==> src/rtl/loc_arb_pkg.sv <==
package loc_arb_pkg;

    // Bit positions inside an access byte (read and write share them)
    localparam int ACC_EST    = 0;
    localparam int ACC_REQ    = 1;
    localparam int ACC_PEND   = 2;
    localparam int ACC_SEIZE  = 3;
    localparam int ACC_SEIZED = 4;
    localparam int ACC_ACTIVE = 5;
    localparam int ACC_VALID  = 7;

    typedef enum logic [0:0] {
        ST_FREE = 1'b0,
        ST_HELD = 1'b1
    } arb_state_e;

    typedef struct packed {
        logic clr_seized;
        logic relinquish;
        logic seize;
        logic request;
    } acc_cmd_t;

endpackage

==> src/rtl/loc_cmd_decode.sv <==
module loc_cmd_decode
    import loc_arb_pkg::*;
#(
    parameter int NUM_LOC = 5,
    parameter int IDX_W   = 3
) (
    input  logic             wr_en,
    input  logic [IDX_W-1:0] wr_loc,
    input  logic [7:0]       wr_data,
    output acc_cmd_t         cmd,
    output logic             cmd_ok
);

    always_comb begin
        cmd.clr_seized = wr_data[ACC_SEIZED];
        cmd.relinquish = wr_data[ACC_ACTIVE];
        cmd.seize      = wr_data[ACC_SEIZE];
        cmd.request    = wr_data[ACC_REQ];
        cmd_ok = wr_en && (int'(wr_loc) < NUM_LOC) && (|cmd);
    end

endmodule

==> src/rtl/loc_prio_pick.sv <==
module loc_prio_pick #(
    parameter int N     = 5,
    parameter int IDX_W = 3
) (
    input  logic [N-1:0]     vec,
    output logic             any,
    output logic [IDX_W-1:0] idx
);

    // Scan upward; the last set bit seen is the highest-numbered one
    always_comb begin
        any = 1'b0;
        idx = '0;
        for (int i = 0; i < N; i++) begin
            if (vec[i]) begin
                any = 1'b1;
                idx = IDX_W'(i);
            end
        end
    end

endmodule

==> src/rtl/loc_access_view.sv <==
module loc_access_view
    import loc_arb_pkg::*;
#(
    parameter int N     = 5,
    parameter int IDX_W = 3
) (
    input  logic             held,
    input  logic [IDX_W-1:0] owner,
    input  logic [N-1:0]     req,
    input  logic [N-1:0]     seized,
    input  logic [IDX_W-1:0] rd_loc,
    output logic [7:0]       rd_data
);

    logic [7:0] view [N];

    for (genvar g = 0; g < N; g++) begin : g_view
        logic [N-1:0] others;
        always_comb begin
            others    = req;
            others[g] = 1'b0;
            view[g]   = 8'h00;
            view[g][ACC_VALID]  = 1'b1;
            view[g][ACC_EST]    = 1'b1;
            view[g][ACC_ACTIVE] = held && (owner == IDX_W'(g));
            view[g][ACC_SEIZED] = seized[g];
            view[g][ACC_REQ]    = req[g];
            view[g][ACC_PEND]   = |others;
        end
    end

    always_comb begin
        rd_data = 8'hFF;
        for (int i = 0; i < N; i++) begin
            if (rd_loc == IDX_W'(i)) rd_data = view[i];
        end
    end

endmodule

==> src/rtl/loc_arbiter.sv <==
module loc_arbiter
    import loc_arb_pkg::*;
#(
    parameter int NUM_LOC = 5,
    parameter int IDX_W   = 3
) (
    input  logic             clk,
    input  logic             rst_n,
    input  logic             wr_en,
    input  logic [IDX_W-1:0] wr_loc,
    input  logic [7:0]       wr_data,
    input  logic [IDX_W-1:0] rd_loc,
    output logic [7:0]       rd_data,
    output logic             active_valid,
    output logic [IDX_W-1:0] active_loc,
    output logic             loc_changed
);

    arb_state_e         st, ns;
    logic [IDX_W-1:0]   owner, n_owner;
    logic [NUM_LOC-1:0] req, n_req;
    logic [NUM_LOC-1:0] seized, n_seized;
    logic               chg_q;
    acc_cmd_t           cmd;
    logic               cmd_ok;
    logic               pick_any;
    logic [IDX_W-1:0]   pick_idx;

    loc_cmd_decode #(.NUM_LOC(NUM_LOC), .IDX_W(IDX_W)) u_dec (
        .wr_en  (wr_en),
        .wr_loc (wr_loc),
        .wr_data(wr_data),
        .cmd    (cmd),
        .cmd_ok (cmd_ok)
    );

    loc_prio_pick #(.N(NUM_LOC), .IDX_W(IDX_W)) u_pick (
        .vec(req),
        .any(pick_any),
        .idx(pick_idx)
    );

    loc_access_view #(.N(NUM_LOC), .IDX_W(IDX_W)) u_view (
        .held   (st == ST_HELD),
        .owner  (owner),
        .req    (req),
        .seized (seized),
        .rd_loc (rd_loc),
        .rd_data(rd_data)
    );

    // Next-state: command bits applied in fixed order
    always_comb begin
        ns       = st;
        n_owner  = owner;
        n_req    = req;
        n_seized = seized;
        if (cmd_ok) begin
            if (cmd.clr_seized) n_seized[wr_loc] = 1'b0;

            if (cmd.relinquish) begin
                if (ns == ST_HELD && n_owner == wr_loc) begin
                    if (pick_any) begin            // T_HANDOFF
                        n_owner         = pick_idx;
                        n_req[pick_idx] = 1'b0;
                    end else begin                 // T_RELEASE
                        ns      = ST_FREE;
                        n_owner = '0;
                    end
                end else begin
                    n_req[wr_loc] = 1'b0;          // withdraw request
                end
            end

            if (cmd.seize) begin
                unique case (ns)
                    ST_FREE: begin                 // T_GRANT
                        ns            = ST_HELD;
                        n_owner       = wr_loc;
                        n_req[wr_loc] = 1'b0;
                    end
                    ST_HELD: begin
                        if (wr_loc > n_owner) begin  // T_SEIZE
                            n_seized[n_owner] = 1'b1;
                            n_owner           = wr_loc;
                            n_req[wr_loc]     = 1'b0;
                        end
                    end
                endcase
            end

            if (cmd.request) begin
                unique case (ns)
                    ST_FREE: begin                 // T_GRANT
                        ns            = ST_HELD;
                        n_owner       = wr_loc;
                        n_req[wr_loc] = 1'b0;
                    end
                    ST_HELD: begin
                        if (wr_loc != n_owner) n_req[wr_loc] = 1'b1;
                    end
                endcase
            end
        end
    end

    // State register
    always_ff @(posedge clk) begin
        if (!rst_n) begin
            st     <= ST_FREE;
            owner  <= '0;
            req    <= '0;
            seized <= '0;
            chg_q  <= 1'b0;
        end else begin
            st     <= ns;
            owner  <= n_owner;
            req    <= n_req;
            seized <= n_seized;
            chg_q  <= (ns != st) || (ns == ST_HELD && n_owner != owner);
        end
    end

    // Outputs
    always_comb begin
        active_valid = (st == ST_HELD);
        active_loc   = owner;
        loc_changed  = chg_q;
    end

    // ---------------- assertions ----------------
    a_r1_free_owner_zero: assert property (@(posedge clk) disable iff (!rst_n)
        !active_valid |-> active_loc == '0);

    a_r2_fixed_bits: assert property (@(posedge clk) disable iff (!rst_n)
        int'(rd_loc) < NUM_LOC |-> rd_data[ACC_VALID] && rd_data[ACC_EST]
                                   && !rd_data[6] && !rd_data[ACC_SEIZE]);

    a_r3_grant_when_free: assert property (@(posedge clk) disable iff (!rst_n)
        (wr_en && wr_data == 8'h02 && int'(wr_loc) < NUM_LOC && !active_valid)
        |=> active_valid && active_loc == $past(wr_loc));

    a_r5_low_seize_ignored: assert property (@(posedge clk) disable iff (!rst_n)
        (wr_en && wr_data == 8'h08 && active_valid && wr_loc < active_loc)
        |=> active_valid && $stable(active_loc) && $stable(req));

    a_r6_high_seize_wins: assert property (@(posedge clk) disable iff (!rst_n)
        (wr_en && wr_data == 8'h08 && active_valid && wr_loc > active_loc
         && int'(wr_loc) < NUM_LOC)
        |=> active_loc == $past(wr_loc) && seized[$past(active_loc)]);

    a_r8_owner_not_requesting: assert property (@(posedge clk) disable iff (!rst_n)
        active_valid |-> !req[active_loc]);

    a_r9_zero_write_no_effect: assert property (@(posedge clk) disable iff (!rst_n)
        (wr_en && wr_data == 8'h00)
        |=> $stable(req) && $stable(seized) && $stable(active_valid) && $stable(active_loc));

    a_r10_out_of_range_write: assert property (@(posedge clk) disable iff (!rst_n)
        (wr_en && int'(wr_loc) >= NUM_LOC)
        |=> $stable(req) && $stable(seized) && $stable(active_valid) && $stable(active_loc));

    a_r11_pulse_on_change: assert property (@(posedge clk) disable iff (!rst_n)
        loc_changed |-> ($past(active_valid) != active_valid) || ($past(active_loc) != active_loc));

endmodule

==> config.mk <==
export PLATFORM = sky130hd
export DESIGN_NAME = loc_arbiter
export DESIGN_NICKNAME = d
export VERILOG_FILES = /design/src/rtl/loc_arb_pkg.sv /design/src/rtl/loc_cmd_decode.sv /design/src/rtl/loc_prio_pick.sv /design/src/rtl/loc_access_view.sv /design/src/rtl/loc_arbiter.sv
export SDC_FILE = /design/constraint.sdc
export NUM_CORES = 1
export LEC_CHECK = 0
export ABC_AREA = 1
export BUFFER_PORTS_ARGS = -buffer_cell sky130_fd_sc_hd__buf_4
export CORE_ASPECT_RATIO = 1.4
export CORE_MARGIN = 3
export CORE_UTILIZATION = 42
export DETAILED_ROUTE_END_ITERATION = 7
export SYNTH_ARGS = -nofsm -noshare
export SYNTH_HDL_FRONTEND = slang
export SYNTH_SLANG_ARGS = --single-unit
==> constraint.sdc <==
create_clock -name clk -period 3.85 [get_ports clk]
set_input_delay 0.77 -clock clk [delete_from_list [all_inputs] [get_ports clk]]
set_output_delay 0.77 -clock clk [all_outputs]
set_load 0.03 [all_outputs]
Yosys cells after proc, flatten, opt, wreduce, memory -nomap -nowiden
Index checks and enable logic that the tools add are counted.
{"block": "totals", "register_bits": 15, "elab_cells": 112, "inputBits": 17, "output_inout_bits": 13}
{"block": "classes", "bitwise_logic": 11, "eq_ne": 12, "reduce_logical": 21, "magnitude_cmp": 8, "mux": 55}
{"cell": "2-to-1 mux 5 bit", "n": 14}
{"cell": "2-to-1 mux 7 bit", "n": 5}
{"cell": "2-to-1 mux 3 bit", "n": 11}
{"cell": "bitwise AND 5 bit", "n": 5}
{"cell": "OR reduction 4 bit", "n": 6}
{"cell": "one-hot mux 5 bit (2 select lines)", "n": 2}
{"cell": "2-to-1 mux 1 bit", "n": 17}
{"cell": "== test 3 x 2 -> 1 bit (second input constant)", "n": 4}
{"cell": "logical AND 1 bit", "n": 12}
{"cell": "< comparator 3 x 4 -> 1 bit (second input constant)", "n": 3}
{"cell": "NOT 5 bit", "n": 2}
{"cell": "OR 5 bit", "n": 2}
{"cell": "demux 1 bit (select 3 bit)", "n": 3}
{"cell": ">= comparator 3 x 1 -> 1 bit (second input constant)", "n": 3}
{"cell": "== test 3 x 1 -> 1 bit (second input constant)", "n": 2}
{"cell": "== test 3 bit (second input constant)", "n": 2}
{"cell": "zero test 3 bit", "n": 2}
{"cell": "inequality test 3 bit", "n": 2}
{"cell": "one-hot mux 3 bit (2 select lines)", "n": 1}
{"cell": "2-to-1 mux 2 bit", "n": 2}
{"cell": "== test 3 bit", "n": 1}
{"cell": "greater-than comparator 3 bit", "n": 1}
{"cell": "< comparator 3 bit (second input constant)", "n": 1}
{"cell": "NOT 1 bit", "n": 2}
{"cell": "other kinds (2)", "n": 2}

Longest topological paths before layout
{"block": "logic_depth", "word_depth": 23, "ltp_mapped": 26, "ltp_nobuf": 25}

By module
A second synthesis with hierarchy kept.
{"block": "hier_totals", "hier_cells": 313, "hier_area_um2": 1801.7}
{"mod": "loc_arbiter", "seq_area_each_um2": 300.3, "instances": 1, "area_per_inst_um2": 1370.1, "cells_per_inst": 225}
{"mod": "loc_access_view", "seq_area_each_um2": 0.0, "instances": 1, "area_per_inst_um2": 329.1, "cells_per_inst": 69}
{"mod": "loc_cmd_decode", "seq_area_each_um2": 0.0, "instances": 1, "area_per_inst_um2": 56.3, "cells_per_inst": 10}
{"mod": "loc_prio_pick", "seq_area_each_um2": 0.0, "instances": 1, "area_per_inst_um2": 46.3, "cells_per_inst": 9}

Worst setup path after synthesis
OpenSTA, ideal clock, no wires.
{"block": "synth_path", "kind": "input to register", "start": "input wr_loc[1]", "end": "register req[1]", "path_stages": 23, "slack_ns": 0.707, "setup_ns": 0.133, "arrival_ns": 3.009, "path_buffers": 1, "required_ns": 3.717, "path_cell_list": "buf_6 > inv_2 > nand2_1 > nand2_1 > nand2_2 > nor2_4 > nand3_4 > a21oi_1 > inv_1 > ha_1 > nand3_2 > nand2_2 > inv_2 > nand2_2 > nand2_4 > a21oi_2 > nor2_1 > nor2_1 > nand2_2 > nand2_1 > nand2_1 > nand2_1 > a21oi_2"}
{"block": "synth_between", "elab_chain_len": 18, "elab_cells_between_ends": 41, "cone_classes": "order compare (4); eq/ne (2); mux (24); bitwise (7); reduce/logical (4)"}
{"element": "start: declaration", "line_no": "loc_arbiter.sv:10", "source": "input logic [IDX_W-1:0] wr_loc,"}
{"element": "< comparator 3 x 4 -> 1 bit (implied by the code) or >= comparator 3 x 1 -> 1 bit (tied branches)"}
{"element": "logical AND 1 bit (implied by the code)"}
{"element": "2-to-1 mux 1 bit (implied by the code)"}
{"element": "demux 1 bit (select 3 bit)"}
{"element": "NOT 5 bit (no line)"}
{"element": "bitwise AND 5 bit (no line)"}
{"element": "2-to-1 mux 5 bit", "line_no": "loc_arbiter.sv:62", "source": "if (ns == ST_HELD && n_owner == wr_loc) begin"}
{"element": "2-to-1 mux 5 bit", "line_no": "loc_arbiter.sv:61", "source": "if (cmd.relinquish) begin"}
{"element": "(+2 left out)"}
{"element": "2-to-1 mux 5 bit", "line_no": "loc_arbiter.sv:83", "source": "if (wr_loc > n_owner) begin"}
{"element": "one-hot mux 5 bit (2 select lines)", "line_no": "loc_arbiter.sv:76", "source": "unique case (ns)"}
{"element": "2-to-1 mux 5 bit", "line_no": "loc_arbiter.sv:75", "source": "if (cmd.seize) begin"}
{"element": "2-to-1 mux 5 bit", "line_no": "loc_arbiter.sv:58", "source": "if (cmd_ok) begin"}
{"element": "OR 5 bit (no line)"}
{"element": "2-to-1 mux 5 bit", "line_no": "loc_arbiter.sv:100", "source": "if (wr_loc != n_owner) n_req[wr_loc] = 1'b1;"}
{"element": "one-hot mux 5 bit (2 select lines)", "line_no": "loc_arbiter.sv:93", "source": "unique case (ns)"}
{"element": "2-to-1 mux 5 bit", "line_no": "loc_arbiter.sv:92", "source": "if (cmd.request) begin"}
{"element": "end signal: assignment", "line_no": "loc_arbiter.sv:118", "source": "req <= n_req;"}
{"element": "end: declaration", "line_no": "loc_arbiter.sv:21", "source": "logic [NUM_LOC-1:0] req, n_req;"}
Parallel ways exist; a longest one is shown, timed or not. The select of a mux whose other input is x is not followed.
A chain may end at the register's enable or synchronous reset.

Worst setup path in the final report
{"block": "layout_path", "start": "input wr_loc[0]", "end": "register req[4]"}
The elaborated chain is that of the path after synthesis.

==> impl_metrics.yaml <==
floorplanning:
  io_pins: 30
  die_w_um: 58.5
  initial_core_util_pct: 44.1
  row_count: 26
  die_area_mm2: 0.00466
  core_mm2: 0.00368
  die-height_um: 79.6
cts:
  ctsResizeCount: 0
  cts.sinks: 15
  clock_latency_ps: 250
  htree_num_levels: 1
  path_clk_slew_ps: 60
  postCtsSetupBuffers: 0
  clockRootBuffer: "clkbuf_8"
  ctsHoldBuffers: 0
  cts_buffers: 3
  clockBufferDepth: 2
  tritoncts: "yes"
sta:
  tightestPinTransition_ps: 522
  hold_slack_ps: 479
  period_needed_ps: 3150
  timing_hold_violations_final: 0
  grt_setup_unrepaired: "no"
  setup_viol: 0
  finClkSkew_ps: 3.39
  fmax_ghz: 0.318
  tns_ps: 0
  setup_slack_ps: 702
  slew-limit-headroom_pct: 65.1
  report.final.slew_viol_count: 0
  finalCritPeriodShare_pct: 81.8
setup_path:
  endpoint_kind: "register"
  worst-endpoint-arrival_ps: 3260
  critPathKind: "in -> reg"
  cp_top_family: "simple AND/OR/NAND/NOR gates"
  crit_path_start_kind: "primary input"
  path_max_fanout: 7
  max_stage_delay_ps: 360
  timing.critical_path.buf_inv: 4
  startpoint: "wr_loc[0]"
  path_cells: "buf_4 > inv_2 > nand2_1 > nand2_1 > nand2_2 > nor2_4 > nand3_4 > a21oi_1 > inv_1 > ha_1 > nand3_2 > nand2_2 > inv_2 > nand2_2 > nand2_4 > a21oi_2 > nor2_1 > nor2_1 > nand2_2 > nand2_1 > nand2_1 > nand2_1 > a21oi_2"
  cp.required_ps: 3960
  path_common_cell: "nand2_1"
  slowest_stage: "ha_1"
  r2r_start: "active_loc[1]"
route:
  routedWlPerCell_um: 14.3
  drcViolationCount: 0
  wl_met3_um: 204
  met2_length_um: 2400
  top_layer_used: "met4"
  route.final.wire_length_um: 4860
  ant_nets: 0
  wl_met1_um: 2130
  drt_first_iter_violations: 91
  firstDrtPassIters: 4
  via_per_inst: 5.32
  num_vias: 1805
placement:
  dp.cells: 335
  dpl.hpwl_um: 3900
  post-place-ws_ps: 426
  io_buffers: 23
  place.gp.congestion: 0.898
finish:
  final_cells: 339
  final_cell_mix: "69 x nand2_1, 36 x inv_1, 33 x nor2_1"
  n_antenna_cell: 0
  nFillCells: 418
  final_nets: 317
  final_layout_size_suffix_gt1_share_pct: 20.5
  final_common_cell: "nand2_1"
  syn_to_final_growth_pct: 14.2
worst_hold_path:
  hold_class: "reg -> reg"
  worstHoldStart: "seized[3]"
logic_synthesis:
  yosysSeqAreaShare_pct: 18.5
  ys_seq_elements: 15
  synth_cell_types: 40
  yosysWarnings: 0
  synth.avg_cell_area_um2: 5.88
  syn_area_mm2: 0.00162
  synthCells: 276
grt:
  grt_pass1_vias: 1658
  grt_max_degree: 15
  grt_pass1_wl_um: 7940
  grt_overflow: 0
  antenna_found_initial: 0
  groute.usage.overall_pct: 22.0
pwr:
  total_power_w: 0.000498
  p_leak_nw: 0.880
  p_per_area_mw_per_mm2: 269
  ir_drop_mv: 0.157
run:
  max_cap_violations: 0
outcome:
  status: "finished clean"
-- worst min-delay path, cell delays in order (launching register included) --
cell     delay [ps]
dfxtp_1         320
o31ai_1          60
a21oi_1          60
-- flip-flops by register name (all words and copies together), names as in the netlist --
register / flops
active_loc: 3
active_valid: 1
loc_changed: 1
req: 5
seized: 5
-- path summary, 6_finish.rpt --
path                    end  slack (ps)  cells after the start
setup / recovery     req[4]         700                     23
hold / removal    seized[3]         480                      2
setup reg to reg     req[4]         850                     23
hold reg to reg   seized[3]         480                      2
-- cell usage after synthesis (all sizes together) --
| library cell | n | area (um^2) |
|---|---|---|
| o221ai | 4 | 35.0 |
| o22ai | 1 | 6.26 |
| nand4 | 4 | 25.0 |
| nor3 | 5 | 25.0 |
| o21bai | 2 | 15.0 |
| nand3 | 21 | 133 |
| a22oi | 1 | 7.51 |
| o41ai | 1 | 8.76 |
| a41oi | 2 | 25.0 |
| clkbuf | 4 | 15.0 |
| o21ai | 15 | 78.8 |
| a31oi | 1 | 6.26 |
| ha | 2 | 25.0 |
| o2111ai | 2 | 17.5 |
| dfxtp | 15 | 300 |
| o211ai | 1 | 7.51 |
| nor3b | 1 | 7.51 |
| nand2 | 80 | 343 |
| a211oi | 1 | 7.51 |
| nor2 | 35 | 141 |
| xor2 | 1 | 8.76 |
| clkinv | 1 | 5.00 |
| buf | 5 | 45.0 |
| a21oi | 21 | 124 |
| inv | 43 | 161 |
| o31ai | 5 | 37.5 |
| o21a | 1 | 7.51 |
| conb | 1 | 3.75 |
-- cells by family (layout without fill, tap and decap cells) --
family | count (synthesis) | count (layout) | share of synthesized area [%]
DFF | 15 | 15 | 18.5
xor gates and xnor gates | 1 | 1 | 0.540
adders and majority gates | 2 | 2 | 1.54
and+or+nand+nor | 146 | 146 | 41.6
buffers and inverters | 53 | 73 | 14.0
AOI/OAI and AO/OA | 58 | 58 | 23.7
other | 1 | 2 | 0.231
-- stage by stage --
step	util, %	cell area, um^2
6_report	50.4	1850
5_1_grt	50.4	1850
4_1_cts	50.4	1850
3_5_place_dp	49.1	1810
3_3_place_gp	49.1	1810
2_1_floorplan	-	1630
-- area by class of cell --
cell class	instances	area (um^2)	share of cell area [%]
flip-flops and latches	15	300	16.2
clock inverters	1	5.00	0.270
inverters	44	166	8.98
multi-input cells	209	1100	59.4
well taps	42	52.6	2.84
repair buffers	25	188	10.1
clock buffers	3	41.3	2.23
-- report_power, final --
group | total (W) | leakage [nW] | internal [W] | switching (W)
Sequential | 0.000172 | 0.122 | 0.000161 | 0.0000114
Combinational | 0.000198 | 0.733 | 0.0000663 | 0.000132
Clock | 0.000128 | 0.0255 | 0.0000716 | 0.0000564
Total | 0.000498 | 0.880 | 0.000299 | 0.000200
-- metal layers --
layer / vias up / track usage [%]
li1: 945 / -
met1: 797 / 27.6
met2: 55 / 38.1
met3: 8 / 1.94
met4: 0 / 7.89
met5: - / 0
Power figures use the tool's default switching activity.
